`src/rtl/lnkpwr_pkg.sv`:
```
package lnkpwr_pkg;

  typedef enum logic [2:0] {
    LS_PWRDN = 3'd0,
    LS_IDLE  = 3'd1,
    LS_CFG   = 3'd2,
    LS_VIDEO = 3'd3,
    LS_PRBS  = 3'd4,
    LS_SLEEP = 3'd5,
    LS_WAKE  = 3'd6
  } lnkState_e;

  // strobes from control to the timer datapath
  typedef struct packed {
    logic pupLoad;
    logic blankClear;
    logic blankLoad;
    logic wakeLoad;
  } tmrCtl_t;

  // status returned by the timer datapath
  typedef struct packed {
    logic pupDone;
    logic blankDone;
    logic wakeExpired;
  } tmrStat_t;

  function automatic logic fwdActive(input lnkState_e s);
    return (s == LS_CFG) || (s == LS_VIDEO) || (s == LS_PRBS);
  endfunction

endpackage

```
`src/rtl/lnkpwr_downcnt.sv`:
```
module lnkpwr_downcnt #(
  parameter int unsigned LIMIT      = 500,
  parameter bit          RESET_FULL = 1'b0
) (
  input  logic clk,
  input  logic rstN,
  input  logic clear,
  input  logic load,
  input  logic tick,
  output logic isZero
);
  localparam int unsigned CW = $clog2(LIMIT + 1);
  localparam logic [CW-1:0] FULL = CW'(LIMIT);
  localparam logic [CW-1:0] RSTV = RESET_FULL ? FULL : '0;

  logic [CW-1:0] cnt;

  always_ff @(posedge clk or negedge rstN) begin
    if (!rstN)                     cnt <= RSTV;
    else if (clear)                cnt <= '0;
    else if (load)                 cnt <= FULL;
    else if (tick && cnt != '0)    cnt <= cnt - 1'b1;
  end

  assign isZero = (cnt == '0);

  // without a tick, and with no clear or load, the count holds
  a_r11_hold_without_tick: assert property (@(posedge clk) disable iff (!rstN)
    (!$past(tick) && !$past(clear) && !$past(load)) |-> $stable(cnt));
endmodule

```
`src/rtl/lnkpwr_timers.sv`:
```
module lnkpwr_timers import lnkpwr_pkg::*; #(
  parameter int unsigned PUP_TICKS   = 2000,
  parameter int unsigned BLANK_TICKS = 500,
  parameter int unsigned WAKE_TICKS  = 8000
) (
  input  logic     clk,
  input  logic     rstN,
  input  logic     tick,
  input  tmrCtl_t  ctl,
  output tmrStat_t stat
);
  localparam int NTMR = 3;
  localparam int unsigned LIMITS [NTMR] = '{PUP_TICKS, BLANK_TICKS, WAKE_TICKS};
  localparam bit RSTFULL [NTMR] = '{1'b1, 1'b0, 1'b0};

  logic [NTMR-1:0] clrVec, ldVec, zeroVec;

  assign clrVec = {1'b0, ctl.blankClear, 1'b0};
  assign ldVec  = {ctl.wakeLoad, ctl.blankLoad, ctl.pupLoad};

  for (genvar g = 0; g < NTMR; g++) begin : gTmr
    lnkpwr_downcnt #(.LIMIT(LIMITS[g]), .RESET_FULL(RSTFULL[g])) cnt_i (
      .clk(clk), .rstN(rstN), .clear(clrVec[g]), .load(ldVec[g]),
      .tick(tick), .isZero(zeroVec[g])
    );
  end

  assign stat.pupDone     = zeroVec[0];
  assign stat.blankDone   = zeroVec[1];
  assign stat.wakeExpired = zeroVec[2];
endmodule

```
`src/rtl/lnkpwr_ctrl.sv`:
```
module lnkpwr_ctrl import lnkpwr_pkg::*; #(
  parameter int unsigned CFG_W = 6
) (
  input  logic             clk,
  input  logic             rstN,
  input  logic             pwdnN,
  input  logic             serEn,
  input  logic             cfgLinkEn,
  input  logic             sleepReq,
  input  logic             prbsEn,
  input  logic             pclkValid,
  input  logic             rxLock,
  input  logic             wakeEvt,
  input  logic [CFG_W-1:0] cfgPins,
  input  tmrStat_t         tmr,
  output lnkState_e        state,
  output logic             fwdOn,
  output logic [CFG_W-1:0] cfgLatched,
  output tmrCtl_t          ctl
);
  lnkState_e nxt;
  logic linkUp;

  assign linkUp = serEn && pclkValid;

  always_comb begin
    nxt = state;
    if (!pwdnN) nxt = LS_PWRDN;
    else begin
      case (state)
        LS_PWRDN: nxt = LS_IDLE;
        LS_IDLE, LS_CFG: begin
          if (sleepReq)                nxt = LS_SLEEP;
          else if (linkUp)             nxt = LS_VIDEO;
          else if (!serEn && cfgLinkEn) nxt = LS_CFG;
          else                         nxt = LS_IDLE;
        end
        LS_VIDEO: begin
          if (sleepReq)               nxt = LS_SLEEP;
          else if (!linkUp)           nxt = LS_IDLE;
          else if (prbsEn && rxLock)  nxt = LS_PRBS;
        end
        LS_PRBS: begin
          if (sleepReq)      nxt = LS_SLEEP;
          else if (!linkUp)  nxt = LS_IDLE;
          else if (!prbsEn)  nxt = LS_VIDEO;
        end
        LS_SLEEP: if (wakeEvt) nxt = LS_WAKE;
        LS_WAKE: begin
          if (!sleepReq)            nxt = LS_IDLE;
          else if (tmr.wakeExpired) nxt = LS_SLEEP;
        end
        default: nxt = LS_PWRDN;  // unused code recovers to power-down
      endcase
    end
  end

  always_ff @(posedge clk or negedge rstN) begin
    if (!rstN) state <= LS_PWRDN;
    else       state <= nxt;
  end

  always_ff @(posedge clk or negedge rstN) begin
    if (!rstN)                  cfgLatched <= '0;
    else if (!pwdnN)            cfgLatched <= '0;
    else if (state == LS_PWRDN) cfgLatched <= cfgPins;
  end

  assign fwdOn          = fwdActive(state);
  assign ctl.pupLoad    = (state == LS_PWRDN);
  assign ctl.blankClear = (state == LS_PWRDN);
  assign ctl.blankLoad  = fwdActive(nxt) != fwdActive(state);
  assign ctl.wakeLoad   = (state == LS_SLEEP) && wakeEvt;

  // power-down pin low forces power-down on the next edge
  a_r1_pwdn_forces: assert property (@(posedge clk) disable iff (!rstN)
    !pwdnN |=> (state == LS_PWRDN));
  // PRBS test is only reachable from the video link
  a_r10_prbs_entry: assert property (@(posedge clk) disable iff (!rstN)
    (state == LS_PRBS) |-> ($past(state) == LS_PRBS || $past(state) == LS_VIDEO));
  // the wake window only resolves to idle, sleep or power-down
  a_r9_wake_exit: assert property (@(posedge clk) disable iff (!rstN)
    (($past(state) == LS_WAKE) && (state != LS_WAKE)) |->
      (state == LS_IDLE || state == LS_SLEEP || state == LS_PWRDN));
endmodule

```
`src/rtl/link_power_seq.sv`:
```
module link_power_seq import lnkpwr_pkg::*; #(
  parameter int unsigned CFG_W       = 6,
  parameter int unsigned PUP_TICKS   = 2000,
  parameter int unsigned BLANK_TICKS = 500,
  parameter int unsigned WAKE_TICKS  = 8000
) (
  input  logic             clk,
  input  logic             rstN,
  input  logic             pwdnN,
  input  logic             tick,
  input  logic             serEnReg,
  input  logic             cfgLinkEnReg,
  input  logic             sleepReg,
  input  logic             prbsEnReg,
  input  logic             pclkValid,
  input  logic             rxLock,
  input  logic             wakeEvt,
  input  logic [CFG_W-1:0] cfgPins,
  output logic [2:0]       linkState,
  output logic             fwdDrvEn,
  output logic             revChanEn,
  output logic [CFG_W-1:0] cfgDefault
);
  lnkState_e state;
  tmrCtl_t   ctl;
  tmrStat_t  stat;

  lnkpwr_ctrl #(.CFG_W(CFG_W)) ctrl_i (
    .clk(clk), .rstN(rstN), .pwdnN(pwdnN), .serEn(serEnReg),
    .cfgLinkEn(cfgLinkEnReg), .sleepReq(sleepReg), .prbsEn(prbsEnReg),
    .pclkValid(pclkValid), .rxLock(rxLock), .wakeEvt(wakeEvt),
    .cfgPins(cfgPins), .tmr(stat), .state(state), .fwdOn(fwdDrvEn),
    .cfgLatched(cfgDefault), .ctl(ctl)
  );

  lnkpwr_timers #(.PUP_TICKS(PUP_TICKS), .BLANK_TICKS(BLANK_TICKS),
                  .WAKE_TICKS(WAKE_TICKS)) timers_i (
    .clk(clk), .rstN(rstN), .tick(tick), .ctl(ctl), .stat(stat)
  );

  assign linkState = state;
  assign revChanEn = (state != LS_PWRDN) && stat.pupDone && stat.blankDone;

  // a forward link start or stop closes the reverse channel at once
  a_r7_blank_on_toggle: assert property (@(posedge clk) disable iff (!rstN)
    !$stable(fwdDrvEn) |-> !revChanEn);
  // first cycle out of power-down never has the reverse channel open
  a_r6_pup_closed: assert property (@(posedge clk) disable iff (!rstN)
    ($past(linkState) == 3'd0 && linkState != 3'd0) |-> !revChanEn);
endmodule

```
`config.mk`:
```
export PLATFORM = sky130hd
export DESIGN_NAME = link_power_seq
export DESIGN_NICKNAME = d
export VERILOG_FILES = /design/src/rtl/lnkpwr_pkg.sv /design/src/rtl/lnkpwr_downcnt.sv /design/src/rtl/lnkpwr_timers.sv /design/src/rtl/lnkpwr_ctrl.sv /design/src/rtl/link_power_seq.sv
export SDC_FILE = /design/constraint.sdc
export NUM_CORES = 1
export LEC_CHECK = 0
export ABC_AREA = 0
export CORE_UTILIZATION = 35
export CTS_BUF_LIST = sky130_fd_sc_hd__clkbuf_8
export CTS_CLUSTER_SIZE = 14
export DETAILED_ROUTE_END_ITERATION = 8
export GPL_TIMING_DRIVEN = 0
export PLACE_DENSITY = 0.59
export SYNTH_ARGS = -nofsm -noshare
export SYNTH_HDL_FRONTEND = slang
export SYNTH_SLANG_ARGS = --single-unit
export TNS_END_PERCENT = 5
```
`constraint.sdc`:
```
create_clock -name clk -period 3.7 [get_ports clk]
set_input_delay 0.37 -clock clk [delete_from_list [all_inputs] [get_ports clk]]
set_output_delay 0.37 -clock clk [all_outputs]
set_load 0.1 [all_outputs]
```
==> impl_results.md <==
* Outcome: finished, violations left
* Failing checks: negative hold slack
* Routed length per instance at 13.8 um
* HP Class: in2async
* DP HPWL at 3810 um
* 1st-iter DRT viols at 96
* CP top delay family: buffers and inverters
* Leak pwr at 0.00113 uW
* Net Sw Power at 742 uW
* Critical path required time at 3.33 ns
* Max frequency at 291 MHz
* Grt total ovfl at 0
* First-pass GRT wire length at 8650 um
* Commonest non-fill, non-tap cell in the layout: nand2_1
* Slowest cell on crit path: clkdlybuf4s50_1
* Post-Syn Nets at 278
* Inserted Diodes at 0
* Final Skew at 0.00881 ns
* Num Clock Sinks at 42
* Max Cap Viol at 0
* RSZ-0062 raised after global routing: no
* CTS tree: built
* Bufs and invs on worst path at 2
* Die area at 7060 um^2
* Crit path cell chain: or3_1 > clkbuf_1 > nor4_2 > nand2_1 > nor3_2 > clkdlybuf4s50_1
* Sequential area share after synthesis at 45.0%
* Core Region at 6420 um^2
* Cell Int Power at 1110 uW
* Post_cts resized at 0
* Routed wire length at 5110 um
* Final Wtd Congestion at 0.801
* IO Port Bufs at 27
* DR DRC count at 0
* Startpoint Class: flip-flop
* Antenna viol nets, final at 0
* EDFF count, synth at 0
* TritonCTS Buffers at 5
* Setup bufs post-CTS at 0
* Fin Setup TNS at 0 ns
* Share of cells above drive strength 1 at 10.9%
* Sw Share at 40.1%
* Largest net degree at the start of global routing at 26
* Overall Global Routing Usage at 15.3%
* Routed vias/inst at 5.30
* Setup violators final at 0
* Initial Util at 36.7%
* Hold slack at -0.00498 ns
* Worst rel slew slack at 34.2%
* Max-slew violation count at 0
* Post-CTS Hold Buffers at 0
* Area contributors post-synth: dfrtp_1 38%, dfstp_2 6.7%, xnor2_1 6.3%
* Synth cell types at 54
* Syn_area_per_cell at 9.13 um^2
* Max FO, Critical Path at 6
* Area leader, netlist: dfrtp_1
* Pwr Density at 648 nW/um^2
* Die height at 84.0 um
* Clock power frac at 18.8%
* Reg clk slew, reported paths at 0.08 ns
* Vias in the first global route at 1,921
* Rows at 29
* Area grow syn2layout at 21.1%
* FFs w/ async S/R, synth at 100%
* Worst slew pin tran at 0.983 ns
* H-tree depth at 2
* CTS Buffer Depth at 2
* Dpl cell area at 2740 um^2
* Combinational Power Share at 40.9%
* Layout net count at 313
* Crit Path Category: reg2out
* Synth warnings at 0
* Via count at 1,966
* Final instance area at 2850 um^2
* Post-Syn Area at 2350 um^2
* Crit end category: output pin
* Clk_lat worst skew at 0.30 ns
* Seq pwr share at 40.3%
* Most frequent cells in the layout: 37 x nand2_1, 36 x dfrtp_1, 26 x clkdlybuf4s50_1
* Root Driver: clkbuf_8
* Synthesis-stage register bit count at 42
* Crit path largest cell delay at 1.15 ns
* Critical path arrival at 3.06 ns
* Peak VDD IR at 0.293 mV
* # IOs at 28
* Main flop type after synthesis: dfrtp_1
* Synth top area share at 38.3%
* Period utilisation layout at 92.8%
* Initial antenna violation count at 0
* Drt first pass iters at 4
* Tmin final at 3.43 ns
* Syn Inst Count at 258
* Die Width at 84.0 um
* Final hold violation count at 1
* Fillers at 640
cell usage after synthesis (2+ instances only):
cell and count:
nand4_1 3, nor3_1 10, o31ai_1 2, nor4_1 6
nand3_1 8, nand4b_1 3, clkbuf_1 6, ha_1 3
dfstp_2 6, buf_4 2, or3_1 7, o21a_1 2
xnor2_1 17, nor2_1 25, dfrtp_1 36, xor2_1 3
nor2b_1 3, o21ai_0 7, inv_1 7, a31oi_1 3
a21boi_0 6, a21oi_1 15, buf_2 3, nand2_1 37
and3_1 6, a21o_1 2, or4_1 2, nand3b_1 2
power by group through the flow:
stage                     logic (uW)  registers, uW  clock network, uW
final                            757            745                347
after global routing             846            770                370
after CTS                        765            747                359
after detailed placement         758            756                  0
after global placement           745            750                  0
after floorplan                  515            809                  0
per-layer routing:
| metal | track usage, % | vias up | part of all wire (%) |
|---|---|---|---|
| met5 | 0 | - | 0 |
| met4 | 4.70 | 0 | 1.2 |
| met3 | 3.36 | 7 | 3.8 |
| met2 | 25.6 | 28 | 48 |
| met1 | 19.8 | 945 | 47 |
| li1 | - | 986 | - |
area by class of cell:
type | count | area (um^2) | area share [%]
Buffer | 12 | 63.8 | 2.24
Clock buffer | 8 | 110 | 3.86
Inverter | 7 | 26.3 | 0.921
Multi-Input combinational cell | 197 | 1210 | 42.5
Sequential cell | 42 | 1060 | 37.1
Tap cell | 77 | 96.3 | 3.38
Timing Repair Buffer | 28 | 285 | 10.0
registers in the layout, summed over array words and instances, names as in the netlist:
signal / cells
ctrl_i.state: 3
timers_i.gTmr.cnt_i.cnt: 33
ctrl_i.cfgLatched: 6
through the flow:
stage	cells	util (%)	total power (uW)	setup slack, ns	hold WS [ns]
floorplan	258	-	1320	0.333	0.0744
global placement	362	42.5	1500	0.612	0.496
detailed placement	363	42.7	1510	0.561	0.331
CTS	371	44.4	1870	0.236	0.00405
global route	371	44.4	1990	0.0929	0.0225
finish	371	44.4	1850	0.266	-0.00498
kinds of logic after synthesis:
kind of cell    share of synthesized area, %
simple gates                            27.5
compound gates                          13.8
flops                                   45.0
xor+xnor                                7.44
buf+inv                                 3.83
fa+ha+maj                               1.59
mux                                    0.903
final timing paths:
| check | from | to | slack [ns] | depth (start not counted) |
|---|---|---|---|---|
| worst max-delay path | timers_i.gTmr[0].cnt_i.cnt[2]$_DFFE_PN0P_ | revChanEn | 0.27 | 6 |
| worst min-delay path | rstN | ctrl_i.cfgLatched[5]$_DFFE_PN0P_ | -0.005 | 1 |
| worst max register to register | ctrl_i.state[1]$_DFF_PN0_ | timers_i.gTmr[1].cnt_i.cnt[0]$_DFFE_PN0P_ | 1.60 | 8 |
| worst min register to register | timers_i.gTmr[0].cnt_i.cnt[1]$_DFFE_PN0P_ | timers_i.gTmr[0].cnt_i.cnt[1]$_DFFE_PN0P_ | 0.51 | 2 |
| max in group asynchronous | rstN | timers_i.gTmr[0].cnt_i.cnt[10]$_DFFE_PN1P_ | 3.16 | 2 |
| min in group clk | timers_i.gTmr[0].cnt_i.cnt[1]$_DFFE_PN0P_ | timers_i.gTmr[0].cnt_i.cnt[1]$_DFFE_PN0P_ | 0.51 | 2 |
No activity file was read; power rests on OpenSTA's default activity.
